### src/rtl/pt_pkg.sv
package pt_pkg;
  typedef enum logic [2:0] {
    MODE_FREE  = 3'd0,
    MODE_CLR   = 3'd1,
    MODE_PWM8  = 3'd2,
    MODE_PWM9  = 3'd3,
    MODE_PWM10 = 3'd4
  } mode_e;

  function automatic logic is_pwm(input logic [2:0] m);
    return (m == MODE_PWM8) || (m == MODE_PWM9) || (m == MODE_PWM10);
  endfunction

  function automatic logic pin_linked(input logic [2:0] m, input logic [1:0] c);
    return is_pwm(m) ? c[1] : (c != 2'b00);
  endfunction
endpackage

### src/rtl/pt_prescaler.sv
module pt_prescaler #(
  parameter int PW = 10
) (
  input  logic       clk,
  input  logic       rst_n,
  input  logic       clr,
  input  logic [2:0] sel,
  output logic       tick
);
  logic [PW-1:0] div_q;

  always_ff @(posedge clk or negedge rst_n) begin
    if (!rst_n)   div_q <= '0;
    else if (clr) div_q <= '0;
    else          div_q <= div_q + 1'b1;
  end

  always_comb begin
    unique case (sel)
      3'd1:    tick = 1'b1;
      3'd2:    tick = &div_q[2:0];
      3'd3:    tick = &div_q[5:0];
      3'd4:    tick = &div_q[7:0];
      3'd5:    tick = &div_q[9:0];
      default: tick = 1'b0;
    endcase
    if (clr) tick = 1'b0;
  end
endmodule

### src/rtl/pt_counter.sv
module pt_counter #(
  parameter int CW = 16
) (
  input  logic          clk,
  input  logic          rst_n,
  input  logic          tick,
  input  logic [2:0]    mode,
  input  logic          wr,
  input  logic [CW-1:0] wdata,
  input  logic [CW-1:0] ocr,
  output logic [CW-1:0] cnt,
  output logic [CW-1:0] mask,
  output logic          down,
  output logic          match,
  output logic          top_hit,
  output logic          cmp_evt,
  output logic          ovf_evt
);
  import pt_pkg::*;

  localparam logic [CW-1:0] ONES = '1;
  localparam logic [CW-1:0] M8   = {{(CW-8){1'b0}}, {8{1'b1}}};
  localparam logic [CW-1:0] M9   = {{(CW-9){1'b0}}, {9{1'b1}}};
  localparam logic [CW-1:0] M10  = {{(CW-10){1'b0}}, {10{1'b1}}};

  logic [CW-1:0] cnt_q, cnt_n;
  logic          dn_q, dn_n, ovf_n, live, pwm;

  always_comb begin
    unique case (mode)
      MODE_PWM8:  mask = M8;
      MODE_PWM9:  mask = M9;
      MODE_PWM10: mask = M10;
      default:    mask = ONES;
    endcase
  end

  assign pwm     = is_pwm(mode);
  assign live    = tick & ~wr;
  assign match   = live & (cnt_q == ocr);
  assign top_hit = live & pwm & ~dn_q & (cnt_q >= mask);

  always_comb begin
    cnt_n = cnt_q;
    dn_n  = pwm ? dn_q : 1'b0;
    ovf_n = 1'b0;
    if (wr) begin
      cnt_n = wdata;
    end else if (tick) begin
      if (pwm) begin
        if (!dn_q) begin
          if (cnt_q >= mask) begin
            dn_n  = 1'b1;
            cnt_n = mask - 1'b1;
          end else begin
            cnt_n = cnt_q + 1'b1;
          end
        end else if (cnt_q == '0) begin
          dn_n  = 1'b0;
          cnt_n = {{(CW-1){1'b0}}, 1'b1};
          ovf_n = 1'b1;
        end else begin
          cnt_n = cnt_q - 1'b1;
        end
      end else begin
        cnt_n = (mode == MODE_CLR && match) ? '0 : cnt_q + 1'b1;
        ovf_n = (cnt_q == ONES);
      end
    end
  end

  always_ff @(posedge clk or negedge rst_n) begin
    if (!rst_n) begin
      cnt_q   <= '0;
      dn_q    <= 1'b0;
      cmp_evt <= 1'b0;
      ovf_evt <= 1'b0;
    end else begin
      cnt_q   <= cnt_n & mask;
      dn_q    <= dn_n;
      cmp_evt <= match;
      ovf_evt <= ovf_n;
    end
  end

  assign cnt  = cnt_q;
  assign down = dn_q;
endmodule

### src/rtl/pt_compare.sv
module pt_compare #(
  parameter int CW = 16
) (
  input  logic          clk,
  input  logic          rst_n,
  input  logic          pwm,
  input  logic [CW-1:0] mask,
  input  logic          wr,
  input  logic [CW-1:0] wdata,
  input  logic          top_hit,
  output logic [CW-1:0] ocr
);
  logic [CW-1:0] hold_q, act_q, act_n;

  always_comb begin
    act_n = act_q;
    if (top_hit)    act_n = hold_q;
    if (wr && !pwm) act_n = wdata;
  end

  always_ff @(posedge clk or negedge rst_n) begin
    if (!rst_n) begin
      hold_q <= '0;
      act_q  <= '0;
    end else begin
      if (wr) hold_q <= pwm ? (wdata & mask) : wdata;
      act_q <= act_n & mask;
    end
  end

  assign ocr = act_q;
endmodule

### src/rtl/pt_outpin.sv
module pt_outpin (
  input  logic       clk,
  input  logic       rst_n,
  input  logic [2:0] mode,
  input  logic [1:0] com,
  input  logic       match,
  input  logic       down,
  output logic       pin
);
  import pt_pkg::*;

  logic state_q, state_n, linked;

  assign linked = pin_linked(mode, com);

  always_comb begin
    state_n = state_q;
    if (match && linked) begin
      if (is_pwm(mode)) state_n = com[0] ^ down;
      else if (com == 2'b01) state_n = ~state_q;
      else state_n = com[0];
    end
  end

  always_ff @(posedge clk or negedge rst_n) begin
    if (!rst_n) state_q <= 1'b0;
    else        state_q <= state_n;
  end

  assign pin = linked & state_q;
endmodule

### src/rtl/pwm_timer16.sv
module pwm_timer16 #(
  parameter int CW = 16,
  parameter int PW = 10
) (
  input  logic          clk,
  input  logic          rst_n,
  input  logic          psc_clr,
  input  logic [2:0]    clk_sel,
  input  logic [2:0]    mode,
  input  logic [1:0]    com,
  input  logic          cnt_wr,
  input  logic [CW-1:0] cnt_wdata,
  input  logic          cmp_wr,
  input  logic [CW-1:0] cmp_wdata,
  output logic [CW-1:0] cnt_q,
  output logic [CW-1:0] cmp_q,
  output logic          cmp_evt,
  output logic          ovf_evt,
  output logic          oc_pin
);
  logic          tick, down, match, top_hit;
  logic [CW-1:0] mask, ocr;

  pt_prescaler #(.PW(PW)) u_psc (
    .clk(clk), .rst_n(rst_n), .clr(psc_clr), .sel(clk_sel), .tick(tick)
  );

  pt_counter #(.CW(CW)) u_cnt (
    .clk(clk), .rst_n(rst_n), .tick(tick), .mode(mode),
    .wr(cnt_wr), .wdata(cnt_wdata), .ocr(ocr),
    .cnt(cnt_q), .mask(mask), .down(down), .match(match),
    .top_hit(top_hit), .cmp_evt(cmp_evt), .ovf_evt(ovf_evt)
  );

  pt_compare #(.CW(CW)) u_cmp (
    .clk(clk), .rst_n(rst_n), .pwm(pt_pkg::is_pwm(mode)), .mask(mask),
    .wr(cmp_wr), .wdata(cmp_wdata), .top_hit(top_hit), .ocr(ocr)
  );

  pt_outpin u_pin (
    .clk(clk), .rst_n(rst_n), .mode(mode), .com(com),
    .match(match), .down(down), .pin(oc_pin)
  );

  assign cmp_q = ocr;
endmodule

### config.mk
export PLATFORM = sky130hd
export DESIGN_NAME = pwm_timer16
export DESIGN_NICKNAME = d
export VERILOG_FILES = /design/src/rtl/pt_pkg.sv /design/src/rtl/pt_prescaler.sv /design/src/rtl/pt_counter.sv /design/src/rtl/pt_compare.sv /design/src/rtl/pt_outpin.sv /design/src/rtl/pwm_timer16.sv
export SDC_FILE = /design/constraint.sdc
export NUM_CORES = 1
export LEC_CHECK = 0
export BUFFER_PORTS_ARGS = -buffer_cell sky130_fd_sc_hd__buf_4
export CAP_MARGIN = 20
export CORE_ASPECT_RATIO = 2
export CORE_MARGIN = 2
export CORE_UTILIZATION = 29
export CTS_CLUSTER_SIZE = 24
export DETAILED_ROUTE_END_ITERATION = 16
export GPL_ROUTABILITY_DRIVEN = 0
export GPL_TIMING_DRIVEN = 0
export MAX_ROUTING_LAYER = met4
export PLACE_DENSITY_LB_ADDON = 0.1
export SLEW_MARGIN = 20
export SYNTH_ARGS = -nofsm -noshare
export SYNTH_HDL_FRONTEND = slang
export SYNTH_SLANG_ARGS = --single-unit
### constraint.sdc
create_clock -name clk -period 4 [get_ports clk]
set_input_delay 0.8 -clock clk [delete_from_list [all_inputs] [get_ports clk]]
set_output_delay 0.8 -clock clk [all_outputs]
set_load 0.03 [all_outputs]
==> results.toml, run 1 <==
[die]
die_w_um = 84.1
start_util_pct = 29.6
design.core.area_um2 = 12600
die-area_um2 = 13800
fp-row-count = 58
pin_count = 80
die_h_um = 164

[synth]
yosys_most_used_dff = "dfrtp_1"
synth.area.top_cells = "dfrtp_1, xnor2_1, nand2_1, ha_1, xor2_1"
synth.most_common_cell = "dfrtp_1"
syn_nets = 468
synth_top_cells_by_count = "dfrtp_1, nand2_1, nor2_1"
post_synthesis_instance_area_um2 = 3720
synth.ff_latch_count = 56
synth_compound_gate_area_share_pct = 17.4
yosys.area.top_type_share_pct = 37.7
combinational_family_with_the_most_area_after_synthesis = "simple AND/OR/NAND/NOR gates"
postSynthAreaPerCell_um2 = 9.05
synth-xor-area-share_pct = 8.48
async_reset_ff_share_pct = 100
synth_warnings = 0
synth_simple_gate_area_share_pct = 21.4
synth_adder_area_share_pct = 4.04
ys_seq_area_share_pct = 37.7
cells_after_synthesis = 411
yosysTopAreaCell = "dfrtp_1"
post_synth_num_cell_types = 62
synth.area.mux_share_pct = 5.72
synth_enable_flop_cells = 0

[clocking]
numClockSinks = 56
cts.hold.buffers_added = 0
cts-buffers-inserted = 5
clock_path_buffers = 2
cts_tree = "yes"
cts_root_buffer = "clkbuf_16"
cts.reportedPaths.clkPinSlew_ns = 0.09
clk-insertion-delay-late_ns = 0.31
cts_htree_levels = 2

[timing]
fin_skew_ns = 0.0142
final_critical_path_setup_slack_ns = 0.267
fmax_mhz = 268
period_share_pct = 93.3
period_needed_ns = 3.73
report.final.hold_viol_count = 0
setup_repair_after_global_routing_missed_its_margin = "false"
setup_tns_ns = 0
remaining_max_slew_budget_at_the_tightest_pin_pct = 36.7
setup_viol = 0
tightestPinTransition_ns = 0.948
maxSlewViolCount = 0

[cells_and_area]
nets = 553
drive_above_1_share_pct = 26.0
ant_cells = 0
layout-area-overhead-vs-synth_pct = 25.0

[grt]
antenna_found_initial = 0
pin_count_of_the_biggest_net_entering_global_routing = 57
grt.overflow.total = 0
first_global_vias = 3544
grt_first_pass_wirelength_mm = 19.1
grt_usage_pct = 18.5

[routing]
drt_iter0_drc = 191
drt-wirelength-per-cell_um = 19.1
postRouteAntennaNets = 0
drt_pass1_iterations = 4
drt_drc_violations_left = 0
viasPerCell = 5.26
route.vias.total = 3403
drt_wl_total_mm = 12.3

[worst_setup_path]
required_ns = 4.20
critical_path_peak_fanout = 18
timing.setup.critical_path_class = "in -> reg"
cp.arrival_ns = 3.93
worst_setup_path_end_kind = "flop"
timing.critical_path.from_type = "input port"

[pwr]
total_power_mw = 1.61
power_leakage_nw = 2.02
power_density_nw_per_um2 = 347
worst_vdd_rail_ir_drop_uv = 202
internal-power_mw = 1.04
pwr-share-seq_pct = 42.0
p_comb_share_pct = 28.3
power_switching_mw = 0.570
pwr-share-clk_pct = 29.8
power_switching_share_pct = 35.3

[worst_hold_path]
holdCritPathClass = "reg -> reg"

[job]
drv.max_cap_violation_count = 0

[placement]
dp_worst_setup_slack_ns = -0.386
hpwlAfterDp_mm = 9.66
portBuffers = 79

[run_status]
run_status = "complete, no violations"
[final cells by class]
class / instances / area (µm²)
Buffer: 28 / 145
Clock inverter: 3 / 26.3
Multi-Input combinational cell: 314 / 2120
Inverter: 12 / 45.0
Fill cell: 1317 / 7910
Sequential cell: 56 / 1400
Timing Repair Buffer: 79 / 593
Tap cell: 150 / 188
Clock buffer: 5 / 125
[power groups by stage]
stage / sequential (mW) / combinational, mW / clock [mW]
after floorplan: 0.736 / 0.220 / 0
after global placement: 0.690 / 0.454 / 0
after detailed placement: 0.690 / 0.461 / 0
after CTS: 0.679 / 0.462 / 0.489
after global routing: 0.685 / 0.500 / 0.508
final: 0.677 / 0.456 / 0.480
[through the flow]
| step | util (%) | cells | instance area [µm²] | hold WS, ns |
|---|---|---|---|---|
| final | 37.0 | 647 | 4650 | 0.474 |
| after global routing | 37.0 | 647 | 4650 | 0.496 |
| after CTS | 37.0 | 647 | 4650 | 0.480 |
| after detailed placement | 35.8 | 640 | 4500 | 0.470 |
| after global placement | 35.8 | 640 | 4500 | 0.463 |
| after floorplan | - | 411 | 3720 | 0.439 |
[sequential cells by signal, summed over array words and instances (netlist names)]
name	cells
u_cnt.cnt	16
u_cnt.cmp_evt	1
u_cmp.ocr	16
u_psc.div_q	10
u_cnt.ovf_evt	1
u_cnt.down	1
u_cmp.hold_q	10
u_pin.state_q	1
[critical path: stages]
cell and delay, ns:
buf_4 0.09, nand2b_1 0.20, inv_1 0.16, nor2_1 0.24, buf_2 0.32, inv_1 0.08, buf_2 0.26, ha_1 0.36
nand4_1 0.13, o221ai_1 0.24, a21o_1 0.22, o21a_1 0.13, buf_2 0.24, a21oi_1 0.10, o41ai_1 0.35
[logic make-up (layout without fill, tap and decap cells)]
logic type,after synthesis,count (layout)
compound gates,95,95
fa+ha+maj,12,12
buf+inv,41,127
simple gates,151,151
mux,20,20
xor+xnor,36,36
flops,56,56
[metal layers]
layer  GRT usage [%]  share of wire, %
met3            1.56               2.6
met1            19.0                37
met5               -                 0
met4            8.36               3.7
met2            35.0                57
[path summary, 6_finish.rpt]
path                                 from  depth (start not counted)  slack, ns              end
min in group asynchronous           rst_n                          1       0.54    u_cnt.ovf_evt
max in group asynchronous           rst_n                          1       2.90  u_cmp.hold_q[4]
hold / removal             u_psc.div_q[0]                          1       0.47   u_psc.div_q[0]
setup reg to reg           u_psc.div_q[0]                          8       1.23     u_cnt.cnt[5]
hold reg to reg            u_psc.div_q[0]                          1       0.47   u_psc.div_q[0]
setup / recovery                  mode[2]                         15       0.27     u_cnt.cnt[6]
[what timing repair did]
| item | in CTS | in global routing |
|---|---|---|
| buffers inserted | 0 | 0 |
| resized for setup | 0 | 0 |
| endpoints found under the setup margin | 9 | 0 |
[placed cells by master, fill, tap and decap left out, types with 3 or more instances in the layout]
| cell | count |
|---|---|
| buf_4 | 79 |
| dfrtp_1 | 56 |
| nand2_1 | 43 |
| nor2_1 | 29 |
| xnor2_1 | 23 |
| a21oi_1 | 22 |
| o21ai_0 | 17 |
| nand3_1 | 15 |
| buf_2 | 14 |
| xor2_1 | 13 |
| inv_1 | 12 |
| ha_1 | 12 |
| nand2b_1 | 11 |
| clkbuf_1 | 11 |
| mux2_2 | 10 |
| mux2i_1 | 10 |
| nand4_1 | 9 |
| nor3_1 | 8 |
| o221ai_1 | 8 |
| o21ai_1 | 8 |
| or3_1 | 5 |
| clkbuf_16 | 5 |
| nor3b_1 | 4 |
| nor2b_1 | 4 |
| a211oi_1 | 4 |
| a31oi_1 | 4 |
| and2_1 | 4 |
| o211ai_1 | 4 |
| and3_1 | 3 |
| buf_6 | 3 |
| o211a_1 | 3 |
| a21o_1 | 3 |
| o22ai_1 | 3 |
| o41ai_1 | 3 |
Note: power is estimated with default switching activity, not from simulation.
==> run 2: changes to the inputs <==
--- a/config.mk
+++ b/config.mk
@@ -5,6 +5,7 @@
 export SDC_FILE = /design/constraint.sdc
 export NUM_CORES = 1
 export LEC_CHECK = 0
+export ABC_CLOCK_PERIOD_IN_PS = 4000
 export BUFFER_PORTS_ARGS = -buffer_cell sky130_fd_sc_hd__buf_4
 export CAP_MARGIN = 20
 export CORE_ASPECT_RATIO = 2
@@ -19,4 +20,5 @@
 export SLEW_MARGIN = 20
 export SYNTH_ARGS = -nofsm -noshare
 export SYNTH_HDL_FRONTEND = slang
+export SYNTH_HIERARCHICAL = 1
 export SYNTH_SLANG_ARGS = --single-unit
==> run 2 against run 1 <==
Clock skew decreased by 0.0085 ns. Register-to-register slack got worse by 0.96 ns. Non-clock buffer count increased by 18. Final area increased by 24%. Hold slack improved by 0.014 ns. Flip-flop and latch count increased by 6. Global-route usage increased by 0.34 points. Sequential power increased by 11%. Core utilization increased by 0.63 points. Critical endpoint is now u_cnt/cnt[9].
==> results.toml, run 2 <==
[run_status]
run_status = "complete, no violations"

[placement]
portBuffers = 79
place.detailed.instances = 781
hpwlAfterDp_mm = 11.4

[worst_setup_path]
cp.arrival_ns = 3.93
crit-reg2reg-launch = "u_psc/div_q[0]"
worst_path_dominant_cell_family = "simple AND/OR/NAND/NOR gates"
timing.reg2reg.setup_slack_ns = 0.27
critical_register_to_register_path_endpoint = "u_cnt/cnt[9]"
worstPathCellList = "ha_1, nand3_2, o41ai_2, a21oi_1, nor3_1, buf_2, inv_1, nor2_1, nand4_1, or4_1, buf_2, buf_6, a31oi_1, a21oi_1"
cp_num_buf_inv = 4
timing.critical_path.from_type = "flop"
cpMaxStageDelayCell = "or4_1"
critical_path_peak_fanout = 10
timing.setup.critical_path_class = "reg -> reg"
required_ns = 4.20
timing.critical_path.slowest_cell_delay_ns = 0.54
cp_depth = 14
worst_setup_path_end_kind = "flop"
worst_r2r_path_depth = 14

[timing]
fin_skew_ns = 0.00575
tightestPinTransition_ns = 0.847
setup_viol = 0
period_share_pct = 93.3
period_needed_ns = 3.73
fmax_mhz = 268
remaining_max_slew_budget_at_the_tightest_pin_pct = 43.5
maxSlewViolCount = 0
timing.hold.ws_ns = 0.487
setup_repair_after_global_routing_missed_its_margin = "false"
report.final.hold_viol_count = 0

[synth]
post_synthesis_instance_area_um2 = 4550
synth_enable_flop_cells = 0
cells_after_synthesis = 496
yosys.area.top_type_share_pct = 34.1
async_reset_ff_share_pct = 100
yosys_most_used_dff = "dfrtp_1"
postSynthAreaPerCell_um2 = 9.17
synth_warnings = 6
synth_top_cells_by_count = "dfrtp_1, inv_1, a21oi_1"
post_synth_num_cell_types = 66
synth.area.top_cells = "dfrtp_1, mux2i_1, xor2_1, ha_1, a31o_2"
synth.ff_latch_count = 62
ys_seq_area_share_pct = 34.1
synth.most_common_cell = "dfrtp_1"
yosysTopAreaCell = "dfrtp_1"

[cells_and_area]
drive_above_1_share_pct = 28.8
layout_commonest_cell = "buf_4"
ant_cells = 0
final_cell_count_no_fill = 796
nets = 649
layout-area-overhead-vs-synth_pct = 26.6
layout.cells.most_common_list = "buf_4, dfrtp_1, inv_1"
fillers = 1553

[routing]
postRouteAntennaNets = 0
drt-wirelength-per-cell_um = 18.9
drt_pass1_iterations = 6
viasPerCell = 5.09
drt_wl_total_mm = 15.1
route.vias.total = 4050
drt_drc_violations_left = 0
drt_iter0_drc = 143

[die]
die_w_um = 92.6
design.core.area_um2 = 15300
die_h_um = 181
pin_count = 80
fp-row-count = 64
start_util_pct = 29.7
die-area_um2 = 16800

[grt]
antenna_found_initial = 0
grt.overflow.total = 0
first_global_vias = 4208
grt_first_pass_wirelength_mm = 23.4
pin_count_of_the_biggest_net_entering_global_routing = 63
grt_usage_pct = 18.8

[worst_hold_path]
number_of_instances_on_the_worst_hold_path = 1
min_to = "u_psc/div_q[0]"
holdCritPathClass = "reg -> reg"
holdCritStartpoint = "u_psc/div_q[0]"

[pwr]
power_density_nw_per_um2 = 385
power_leakage_nw = 2.53
worst_vdd_rail_ir_drop_uv = 200

[clocking]
cts_htree_levels = 3
cts.reportedPaths.clkPinSlew_ns = 0.06
numClockSinks = 62
cts_tree = "yes"
cts_root_buffer = "clkbuf_16"
clk-insertion-delay-late_ns = 0.33
clock_path_buffers = 2
cts-buffers-inserted = 9

[job]
drv.max_cap_violation_count = 0
[run 2: changes by cell type after synthesis, moves of 9 or more]
cell	change
nand2_1	-28
inv_1	+21
nor2b_1	+17
a31o_2	+15
buf_4	+14
o21ai_0	-11
a211oi_2	+10
mux2_2	-10
xnor2_1	-10
nand2b_1	+9
nor3b_1	+9
[run 2: report_power, final]
group | internal, mW | switching, mW
registers | 0.682 | 0.0693
clock network | 0.567 | 0.316
logic | 0.245 | 0.336
[run 2: stage by stage]
step                      TNS [ns]  area [µm²]  total power [mW]  worst slack, ns  utilization [%]
after global routing             0        5760              2.32           0.0272             37.6
after global placement      -13.69        5420              1.33           -0.652             35.4
after detailed placement    -14.44        5420              1.35           -0.711             35.4
final                            0        5760              2.21            0.267             37.6
after CTS                        0        5760              2.24            0.110             37.6
after floorplan                  0        4570              1.12            0.464                -
[run 2: worst max-delay path by stage]
stage	start	endpoint	slack, ns
floorplan	mode[2]	u_cmp/ocr[11]	0.46
global placement	mode[2]	u_cmp/ocr[13]	-0.65
detailed placement	mode[2]	u_cmp/ocr[6]	-0.71
CTS	mode[2]	u_cmp/ocr[7]	0.11
global route	u_psc/div_q[0]	u_cnt/cnt[9]	0.03
finish	u_psc/div_q[0]	u_cnt/cnt[9]	0.27
[run 2: cell type report]
type / instances / area [µm²] / area share, %
clock inverters: 6 / 93.8 / 1.63
repair buffers: 80 / 598 / 10.4
multi-input cells: 360 / 2580 / 44.9
flip-flops and latches: 62 / 1550 / 26.9
clock buffers: 10 / 239 / 4.15
inverters: 35 / 131 / 2.28
well taps: 198 / 248 / 4.30
plain buffers: 45 / 314 / 5.45
[run 2: timing repair]
action,in CTS,in global routing
setup buffers,0,0
setup endpoints to repair,24,11
resized for setup,2,1
hold buffers,0,0
[run 2: metal layers]
metal	up-vias	part of all wire, %	track usage, %	wire (µm)
met1	1961	37	19.1	5570
met4	0	4.1	8.60	612
met2	105	56	34.6	8370
met3	28	3.5	3.04	527
met5	-	0	-	0
li1	1956	-	-	-
[run 2: logic make-up after synthesis]
| family | count (synthesis) | share of synthesized area [%] |
|---|---|---|
| fa+ha+maj | 11 | 3.03 |
| other cells | 1 | 0.0825 |
| xor+xnor | 33 | 6.35 |
| simple gates | 170 | 22.8 |
| flops | 62 | 34.1 |
| mux | 18 | 3.96 |
| buf+inv | 81 | 9.85 |
| compound gates | 120 | 19.8 |
